File: src/rtl/aud_slot_pkg.sv
package aud_slot_pkg;

    localparam int WORD_W = 32;
    localparam int IDX_W  = $clog2(WORD_W);
    localparam int CNT_W  = IDX_W + 1;
    localparam int LEN_CODE_W = 3;
    localparam int DLY_W  = 2;

    typedef enum logic [1:0] {
        PAD_ZERO = 2'd0,
        PAD_ONE  = 2'd1,
        PAD_SEL  = 2'd2,
        PAD_RSVD = 2'd3
    } pad_mode_e;

    typedef enum logic [1:0] {
        ST_IDLE = 2'd0,
        ST_WAIT = 2'd1,
        ST_CAPT = 2'd2
    } rx_state_e;

    typedef struct packed {
        logic              msb_first;
        pad_mode_e         pad_mode;
        logic [IDX_W-1:0]  pad_idx;
        logic [WORD_W-1:0] mask;
        logic [CNT_W-1:0]  len;
    } fmt_cfg_t;

    typedef struct packed {
        logic             samp;
        logic             last;
        logic             clr;
        logic [CNT_W-1:0] idx;
    } samp_ctl_t;

    function automatic logic [CNT_W-1:0] slot_len(input logic [LEN_CODE_W-1:0] code);
        int unsigned l;
        l = 8 + 4 * int'(code);
        if (l > WORD_W) l = WORD_W;
        return CNT_W'(l);
    endfunction

    function automatic logic [IDX_W-1:0] slot_pos(input logic [CNT_W-1:0] k,
                                                  input logic [CNT_W-1:0] len,
                                                  input logic msb_first);
        logic [CNT_W-1:0] p;
        p = msb_first ? (len - CNT_W'(1) - k) : k;
        return p[IDX_W-1:0];
    endfunction

    function automatic logic pad_value(input pad_mode_e mode,
                                       input logic [WORD_W-1:0] data,
                                       input logic [IDX_W-1:0] idx);
        logic v;
        case (mode)
            PAD_ONE: v = 1'b1;
            PAD_SEL: v = data[idx];
            default: v = 1'b0;
        endcase
        return v;
    endfunction

endpackage

File: src/rtl/aud_slot_align.sv
module aud_slot_align
    import aud_slot_pkg::*;
(
    input  logic                   clk,
    input  logic                   rst,
    input  logic                   bit_en,
    input  logic                   fsync,
    input  logic [DLY_W-1:0]       cfg_delay,
    input  logic [CNT_W-1:0]       len,
    output samp_ctl_t              ctl,
    output logic                   cfg_err
);

    rx_state_e        state_q, state_d;
    logic [CNT_W-1:0] cnt_q, cnt_d;
    logic [DLY_W-1:0] wait_q, wait_d;
    logic             samp;
    logic             clr;
    logic [CNT_W-1:0] idx;

    assign cfg_err = (cfg_delay == DLY_W'(3));

    always_comb begin
        state_d = state_q;
        cnt_d   = cnt_q;
        wait_d  = wait_q;
        samp    = 1'b0;
        clr     = 1'b0;
        idx     = cnt_q;
        if (cfg_err) begin
            state_d = ST_IDLE;
            cnt_d   = '0;
            wait_d  = '0;
        end else if (bit_en) begin
            if (fsync) begin
                clr = 1'b1;
                if (cfg_delay == '0) begin
                    samp    = 1'b1;
                    idx     = '0;
                    state_d = ST_CAPT;
                    cnt_d   = CNT_W'(1);
                end else begin
                    state_d = ST_WAIT;
                    wait_d  = cfg_delay - DLY_W'(1);
                    cnt_d   = '0;
                end
            end else begin
                case (state_q)
                    ST_WAIT: begin
                        if (wait_q == '0) begin
                            samp    = 1'b1;
                            idx     = '0;
                            state_d = ST_CAPT;
                            cnt_d   = CNT_W'(1);
                        end else begin
                            wait_d = wait_q - DLY_W'(1);
                        end
                    end
                    ST_CAPT: begin
                        samp = 1'b1;
                        idx  = cnt_q;
                        if (cnt_q == len - CNT_W'(1)) begin
                            state_d = ST_IDLE;
                            cnt_d   = '0;
                        end else begin
                            cnt_d = cnt_q + CNT_W'(1);
                        end
                    end
                    default: ;
                endcase
            end
        end
    end

    always_comb begin
        ctl.samp = samp;
        ctl.clr  = clr;
        ctl.idx  = idx;
        ctl.last = samp && (idx == len - CNT_W'(1));
    end

    always_ff @(posedge clk) begin
        if (rst) begin
            state_q <= ST_IDLE;
            cnt_q   <= '0;
            wait_q  <= '0;
        end else begin
            state_q <= state_d;
            cnt_q   <= cnt_d;
            wait_q  <= wait_d;
        end
    end

endmodule

File: src/rtl/aud_slot_capture.sv
module aud_slot_capture
    import aud_slot_pkg::*;
(
    input  logic              clk,
    input  logic              rst,
    input  logic              samp,
    input  logic              clr,
    input  logic              sdata,
    input  logic [IDX_W-1:0]  pos,
    output logic [WORD_W-1:0] data_next
);

    logic [WORD_W-1:0] acc_q;
    logic [WORD_W-1:0] base;

    assign base = clr ? '0 : acc_q;

    generate
        for (genvar i = 0; i < WORD_W; i++) begin : g_bit
            always_comb begin
                if (samp && (pos == IDX_W'(i)))
                    data_next[i] = sdata;
                else
                    data_next[i] = base[i];
            end
        end
    endgenerate

    always_ff @(posedge clk) begin
        if (rst)
            acc_q <= '0;
        else if (samp || clr)
            acc_q <= data_next;
    end

endmodule

File: src/rtl/aud_slot_format.sv
module aud_slot_format
    import aud_slot_pkg::*;
(
    input  fmt_cfg_t          cfg,
    input  logic [WORD_W-1:0] data,
    output logic [WORD_W-1:0] word
);

    logic pad;

    assign pad = pad_value(cfg.pad_mode, data, cfg.pad_idx);

    generate
        for (genvar i = 0; i < WORD_W; i++) begin : g_pos
            logic in_slot;
            assign in_slot = (CNT_W'(i) < cfg.len);
            assign word[i] = (cfg.mask[i] && in_slot) ? data[i] : pad;
        end
    endgenerate

endmodule

File: src/rtl/aud_slot_rx.sv
module aud_slot_rx
    import aud_slot_pkg::*;
(
    input  logic        clk,
    input  logic        rst,
    input  logic        bit_en,
    input  logic        fsync,
    input  logic        sdata,
    input  logic [1:0]  cfg_delay,
    input  logic        cfg_msb_first,
    input  logic [1:0]  cfg_pad_mode,
    input  logic [4:0]  cfg_pad_idx,
    input  logic [31:0] cfg_mask,
    input  logic [2:0]  cfg_slot_len,
    output logic [31:0] word_out,
    output logic        word_valid,
    output logic        cfg_err
);

    fmt_cfg_t          fcfg;
    samp_ctl_t         ctl;
    logic [IDX_W-1:0]  pos;
    logic [WORD_W-1:0] data_next;
    logic [WORD_W-1:0] fmt_word;

    always_comb begin
        fcfg.msb_first = cfg_msb_first;
        fcfg.pad_mode  = pad_mode_e'(cfg_pad_mode);
        fcfg.pad_idx   = cfg_pad_idx;
        fcfg.mask      = cfg_mask;
        fcfg.len       = slot_len(cfg_slot_len);
    end

    aud_slot_align u_align (
        .clk       (clk),
        .rst       (rst),
        .bit_en    (bit_en),
        .fsync     (fsync),
        .cfg_delay (cfg_delay),
        .len       (fcfg.len),
        .ctl       (ctl),
        .cfg_err   (cfg_err)
    );

    assign pos = slot_pos(ctl.idx, fcfg.len, fcfg.msb_first);

    aud_slot_capture u_cap (
        .clk       (clk),
        .rst       (rst),
        .samp      (ctl.samp),
        .clr       (ctl.clr),
        .sdata     (sdata),
        .pos       (pos),
        .data_next (data_next)
    );

    aud_slot_format u_fmt (
        .cfg  (fcfg),
        .data (data_next),
        .word (fmt_word)
    );

    always_ff @(posedge clk) begin
        if (rst) begin
            word_out   <= '0;
            word_valid <= 1'b0;
        end else begin
            word_valid <= ctl.last;
            if (ctl.last)
                word_out <= fmt_word;
        end
    end

endmodule

File: config.mk
export PLATFORM = sky130hd
export DESIGN_NAME = aud_slot_rx
export DESIGN_NICKNAME = d
export VERILOG_FILES = /design/src/rtl/aud_slot_pkg.sv /design/src/rtl/aud_slot_align.sv /design/src/rtl/aud_slot_capture.sv /design/src/rtl/aud_slot_format.sv /design/src/rtl/aud_slot_rx.sv
export SDC_FILE = /design/constraint.sdc
export NUM_CORES = 1
export LEC_CHECK = 0
export BUFFER_PORTS_ARGS = -buffer_cell sky130_fd_sc_hd__buf_2
export CORE_AREA = 2 2 134 71
export CTS_CLUSTER_DIAMETER = 150
export DETAILED_ROUTE_END_ITERATION = 6
export DIE_AREA = 0 0 136 73
export HOLD_SLACK_MARGIN = 0.15
export MAX_ROUTING_LAYER = met4
export PLACE_DENSITY = 0.85
export SYNTH_ARGS = -nofsm -noshare
export SYNTH_HDL_FRONTEND = slang
export SYNTH_SLANG_ARGS = --single-unit
export TNS_END_PERCENT = 50
File: constraint.sdc
create_clock -name clk -period 9.1 [get_ports clk]
set_clock_uncertainty 0.2 [all_clocks]
set_input_delay 0.455 -clock clk [delete_from_list [all_inputs] [get_ports clk]]
set_output_delay 0.455 -clock clk [all_outputs]
set_load 0.005 [all_outputs]
* Word-level counts from Yosys, hierarchy flattened
Index checks and enable logic that the tools add are counted.
** Word-level totals
- Bits in registers :: 75
- Memories :: 0
- Bits in writable memories :: 0
- Input port bits :: 50
- Output and inout bits :: 34
- Bits in latches :: 0
- Word-level logic and storage cells :: 262
- Memory bits (read-only) :: 0
** Operators by class
- $mul :: 0
- Multiplexer cells :: 99
- Equal/unequal tests :: 42
- Bitwise gates (word level) :: 0
- $lt $le $gt $ge :: 34
- Shifts and indexed selects :: 0
- Add/sub/neg operators :: 6
- Div/mod/pow operators :: 0
- Reduce and logical (&&, ||, !) cells :: 75
** Operators by type and width (count)
- $lt A5 B6 Y1 const A :: 16
- $eq A5 B5 Y1 const B :: 16
- $mux W1 :: 74
- $logic_and A1 B1 Y1 :: 65
- $mux W6 :: 10
- $lt A4 B6 Y1 const A :: 8
- $eq A5 B4 Y1 const B :: 8
- $mux W32 :: 1
- $lt A3 B6 Y1 const A :: 4
- $eq A5 B3 Y1 const B :: 4
- $mux W2 :: 8
- $eq A6 B6 Y1 :: 2
- $lt A1 B6 Y1 const A :: 2
- $lt A2 B6 Y1 const A :: 2
- $pmux W6 S2 :: 1
- $eq A5 B2 Y1 const B :: 2
- $reduce_and A4 Y1 :: 2
- $add A4 B5 Y6 const A :: 1
- $add A6 B1 Y6 const B :: 1
- $eq A2 B2 Y1 const B :: 3
- $gt A6 B6 Y1 const B :: 1
- $lt A5 B6 Y1 const B :: 1
- $ne A3 B2 Y1 const B :: 2
- $sub A6 B1 Y6 const B :: 1
- other kinds (16) :: 21

* Logic depth before layout (Yosys ltp)
- Depth after elaboration :: 15
- Gate-level depth with buffers :: 19
- Mapped depth without buffers :: 16

* By module
From an unflattened synthesis, not the netlist that was laid out.
** Unflattened totals
- Cell total of the unflattened synthesis :: 763
- Area total of the unflattened synthesis :: 5894.4 sq um
** Modules (own cells, without submodules)
- aud_slot_capture :: cells each 270, seq. area each 640.6 sq um, area each 2064.5 sq um, instances 1
- aud_slot_format :: cells each 215, seq. area each 0.0 sq um, area each 1392.6 sq um, instances 1
- aud_slot_rx :: cells each 125, seq. area each 660.6 sq um, area each 1341.3 sq um, instances 1
- aud_slot_align :: cells each 153, seq. area each 200.2 sq um, area each 1096.1 sq um, instances 1

* Worst setup path after synthesis
OpenSTA, ideal clock, no wires.
- Kind :: input to register
- From :: input port cfg_slot_len[1]
- To :: register word_out[10]
- Setup slack :: 4.367 ns
- Data arrival time :: 4.413 ns
- Buffers on the path :: 2
- Stages on the path :: 17
- Library setup time :: 0.120 ns
- Data required time :: 8.780 ns
- Cells stage by stage :: ha_1 > or2_2 > ha_1 > inv_1 > fa_1 > or2_2 > o2111ai_1 > nand3_1 > a21oi_1 > a21oi_1 > or3_1 > a32oi_1 > or4b_1 > buf_6 > nand2_8 > buf_12 > o21ai_2
** On the way
- Longest elaborated chain between the ends :: 13
- Elaborated cells between the ends (all ways) :: 110
- Classes of those cells :: 3 x add/sub; 2 x order compare; 32 x eq/ne; 38 x mux; 35 x reduce/logical
** RTL lines
- start, declared :: RTL line aud_slot_rx.sv:14 : input logic [2:0] cfg_slot_len,
- $add A4 B5 Y6 (*) :: RTL line aud_slot_pkg.sv:39 : l = 8 + 4 * int'(code);
- $gt A6 B6 Y1 :: RTL line aud_slot_pkg.sv:40 : if (l > WORD_W) l = WORD_W;
- $mux W6 (*) :: RTL line aud_slot_pkg.sv:40
- $sub A6 B1 Y6 :: RTL line aud_slot_align.sv:79 : ctl.last = samp && (idx == len - CNT_W'(1));
- $sub A5 B5 Y5 :: RTL line aud_slot_pkg.sv:48 : p = msb_first ? (len - CNT_W'(1) - k) : k;
- $mux W5 :: RTL line aud_slot_pkg.sv:48
- $eq A5 B1 Y1, or another cell as far along :: RTL line aud_slot_capture.sv:21 : if (samp && (pos == IDX_W'(i)))
- $logic_and A1 B1 Y1 :: RTL line aud_slot_capture.sv:21
- $mux W1 :: RTL line aud_slot_capture.sv:21
- $bmux W1 S5 :: RTL line aud_slot_pkg.sv:58 : PAD_SEL: v = data[idx];
- $mux W1 (implied by the code) :: RTL line aud_slot_pkg.sv:58
- $pmux W1 S2 :: RTL line aud_slot_pkg.sv:56 : case (mode)
- $mux W1 :: RTL line aud_slot_format.sv:17 : assign word[i] = (cfg.mask[i] && in_slot) ? data[i] : pad;
- end signal, assigned :: RTL line aud_slot_rx.sv:70 : word_out <= fmt_word;
- end, declared :: RTL line aud_slot_rx.sv:15 : output logic [31:0] word_out,
Mark *: on every way between the ends. The rest lies on a longest branch, timed or not. The select of a mux whose other input is x is not followed.
A chain may end at the register's enable or synchronous reset.

* Worst setup path in the final report
- From :: register u_align.state_q[1]
- To :: register word_out[1]
** On the way
- Longest elaborated chain between the ends :: 14
- Elaborated cells between the ends (all ways) :: 114
- Classes of those cells :: 1 x add/sub; 34 x eq/ne; 45 x mux; 34 x reduce/logical
** RTL lines
- start, declared :: RTL line aud_slot_align.sv:14 : rx_state_e state_q, state_d;
- start signal, assigned :: RTL line aud_slot_align.sv:88 : state_q <= state_d;
- $eq A2 B1 Y1 :: RTL line aud_slot_align.sv:48 : case (state_q)
- $mux W6 :: RTL line aud_slot_align.sv:48
- $mux W6 :: RTL line aud_slot_align.sv:35 : if (fsync) begin
- $mux W6 :: RTL line aud_slot_align.sv:34 : end else if (bit_en) begin
- $mux W6 :: RTL line aud_slot_align.sv:30 : if (cfg_err) begin
- $sub A5 B5 Y5 :: RTL line aud_slot_pkg.sv:48
- $mux W5 :: RTL line aud_slot_pkg.sv:48
- $eq A5 B1 Y1, or another cell as far along :: RTL line aud_slot_capture.sv:21
- $logic_and A1 B1 Y1 :: RTL line aud_slot_capture.sv:21
- $mux W1 :: RTL line aud_slot_capture.sv:21
- $bmux W1 S5 :: RTL line aud_slot_pkg.sv:58
- $mux W1 (implied by the code) :: RTL line aud_slot_pkg.sv:58
- $pmux W1 S2 :: RTL line aud_slot_pkg.sv:56
- $mux W1 :: RTL line aud_slot_format.sv:17
Several ways; a longest one is shown, not always the timed one. The select of a mux whose other input is x is not followed.

==> summary.md <==
| Metric | Value |
|---|---|
| Share of Yosys cell area claimed by the top area cell type | 0.282 |
| Syn nets | 759 |
| Total area of sequential cells | 1500 um^2 |
| WS Path Type | reg -> reg |
| Fin. Hold Viols | 0 |
| Clock root buffer | clkbuf_16 |
| Worst-path clk slew | 0.06 ns |
| Initial core utilization | 0.595 |
| IO Count | 84 |
| Required @ worst endpoint | 9.15 ns |
| Worst skew pair latency | 0.35 ns |
| Row Count | 25 |
| Worst slew pin tran | 1.24 ns |
| FFs w/ async S/R, synth | 0 |
| Final #Nets | 806 |
| Port Buf Inserts | 83 |
| Final setup TNS | 0 ns |
| Hold depth | 3 |
| Total grt overflow | 0 |
| Final worst path period share | 0.667 |
| Post-CTS Resized | 0 |
| Peak supply drop | 0.0950 mV |
| CTS tree | done |
| Wire per inst | 20.8 um |
| CP startpoint kind | flip-flop |
| Vias post-DR | 5832 |
| Worst Setup End Kind | flip-flop |
| Slowest stage delay, CP | 1.05 ns |
| RSZ-0062 raised after global routing | false |
| Antenna fix cells | 0 |
| Share of cells above drive strength 1 | 0.199 |
| Slowest stage cell, crit path | nor3_1 |
| CP Cell Sequence | inv_1 -> ha_1 -> nor4b_1 -> o21ai_1 -> nand2_1 -> ha_1 -> o21a_1 -> o2111ai_1 -> a21oi_1 -> nor3_1 -> a31oi_1 -> or3_1 -> nor3_1 -> a311o_4 -> nand2_8 -> o41ai_1 |
| Top-count cell post-synth | nand2_1 |
| Worst hold-check path type | in -> reg |
| Synth area leaders | dfxtp_1 28%, nand2_1 6.8%, nor2_1 4.7% |
| Antenna-violating nets left | 0 |
| Post-synth top cells | 96 x nand2_1, 75 x dfxtp_1, 66 x nor2_1, 48 x a21oi_1, 40 x clkbuf_1 |
| H-tree Lvls | 3 |
| R2R cell count | 16 |
| Residual DRC | 0 |
| Final Cell Area | 5990 um^2 |
| Peak Freq | 0.165 GHz |
| Max-capacitance violation count | 0 |
| Multi-input logic area | 3500 um^2 |
| Area growth, synth to finish | 12.6% |
| First-pass GRT wire length | 27300 um |
| CP arrival | 6.12 ns |
| Crit path max fanout | 26 |
| Ys flop type | dfxtp_1 |
| Outcome | completed |
| Register area share after synthesis | 0.282 |
| Yosys top cell by area | dfxtp_1 |
| DR iter-0 viols | 880 |
| CTS sink cnt | 75 |
| PwrDens | 144 nW/um^2 |
| First-pass detailed-route iteration total | 6 |
| Post-Place Cell Area | 5660 um^2 |
| Post-DP HPWL | 13000 um |
| Post-CTS Setup Inserts | 0 |
| Number of global-route vias before repair | 5206 |
| Fin. max-slew vios | 0 |
| Yosys Warn Count | 0 |
| CTS buffer count | 9 |
| Pleak | 0.00229 uW |
| Synthesized area per cell | 7.65 um^2 |
| Final wirelength | 18100 um |
| Syn Inst Count | 695 |
| Worst slew margin | 0.170 |
| Initial antenna violation count | 0 |
| Die extent in y | 73 um |
| Fillers | 763 |
| Chip width | 136 um |
| All-Layer GR Usage | 0.372 |
| Flops & latches, synth | 75 |
| Synth unique cells | 77 |
| Fin crit period | 6.07 ns |
| Number of setup violations in the final report | 0 |
| Total core area | 8950 um^2 |
| Largest net degree at the start of global routing | 53 |
| Clock tree buffer depth | 2 |
| Mapped cell area | 5320 um^2 |
| Routability cong. | 1.00 |
| Post-synth EDFFs | 0 |
| Vias/cell | 6.72 |
| DIE AREA | 9930 um^2 |
[layer usage]
metal | vias up | track usage | part of all wire
li1 | 2647 | - | -
met1 | 2729 | 0.503 | 0.44
met2 | 390 | 0.513 | 0.39
met3 | 66 | 0.149 | 0.15
met4 | 0 | 0.0984 | 0.021
met5 | - | - | 0
[cells in the final DEF (no fill, tap or decap), types with 6 or more instances in the layout]
master / count
ha_1: 13
o21a_1: 7
nor3_1: 18
o21ai_0: 17
a31oi_1: 39
a211oi_1: 13
nand4_1: 10
nand3_1: 15
nor4_1: 14
clkbuf_16: 9
o21ai_2: 20
dfxtp_1: 75
xor2_1: 6
o211ai_1: 10
buf_2: 83
nor2_1: 66
and3_1: 6
a21oi_1: 48
mux2_2: 7
nand2_1: 96
and2_1: 13
nand3b_1: 11
inv_1: 15
nand2b_1: 14
[final timing paths]
check	to	start	slack, ns
setup / recovery	word_out[1]	u_align.state_q[1]	3.03
hold / removal	word_out[2]	cfg_mask[2]	0.20
setup reg to reg	word_out[1]	u_align.state_q[1]	3.03
hold reg to reg	word_out[31]	word_out[31]	0.26
[area by class of cell]
| class | count | area share |
|---|---|---|
| multi-input cells | 551 | 0.584 |
| inverters | 16 | 0.0100 |
| flip-flops and latches | 75 | 0.251 |
| clock inverters | 6 | 0.0150 |
| repair buffers | 89 | 0.0773 |
| clock buffers | 10 | 0.0382 |
| well taps | 121 | 0.0253 |
[logic make-up (layout without fill, tap and decap cells)]
| logic type | Yosys count | count (layout) | synth area share |
|---|---|---|---|
| AO/OA/AOI/OAI | 216 | 216 | 0.294 |
| buffers and inverters | 69 | 121 | 0.0605 |
| adder cells (fa/ha/maj) | 14 | 14 | 0.0343 |
| XOR/XNOR | 12 | 12 | 0.0223 |
| multiplexers | 11 | 11 | 0.0223 |
| AND/OR/NAND/NOR | 298 | 298 | 0.284 |
| flip-flops | 75 | 75 | 0.282 |
[flip-flops by register name, indices dropped and copies added, names as in the netlist]
register and flops:
u_cap.acc_q 32, u_align.cnt_q 6, word_out 32, u_align.state_q 2, word_valid 1, u_align.wait_q 2
[stage by stage]
stage / util / power (uW) / hold slack, ns / instances / setup slack, ns
final: 0.670 / 861 / 0.204 / 868 / 3.03
after global placement: 0.633 / 466 / 0.246 / 851 / 3.35
after floorplan: - / 433 / 0.241 / 695 / 4.37
after global routing: 0.670 / 883 / 0.215 / 868 / 2.69
after CTS: 0.670 / 851 / 0.208 / 868 / 3.24
after detailed placement: 0.633 / 469 / 0.254 / 851 / 3.20
[power by group]
| group | leakage [uW] | switching (uW) | internal (uW) |
|---|---|---|---|
| Sequential | 0.000604 | 1.65 | 329 |
| Clock | 0.000153 | 150 | 241 |
| Combinational | 0.00153 | 96.7 | 41.9 |
[critical path, delay by kind of cell, from the launching register on]
kind                       cells  cell delay, ns
buffers and inverters          1            0.06
AOI/OAI and AO/OA              7            2.47
adders and majority gates      2            0.63
DFF                            1            0.36
and+or+nand+nor                6            2.22
[timing repair]
action | CTS | global route
hold endpoints to repair | 1 | 0
hold buffers | 1 | 0
endpoints found under the setup margin | 0 | 0
No activity file was read; power rests on OpenSTA's default activity.
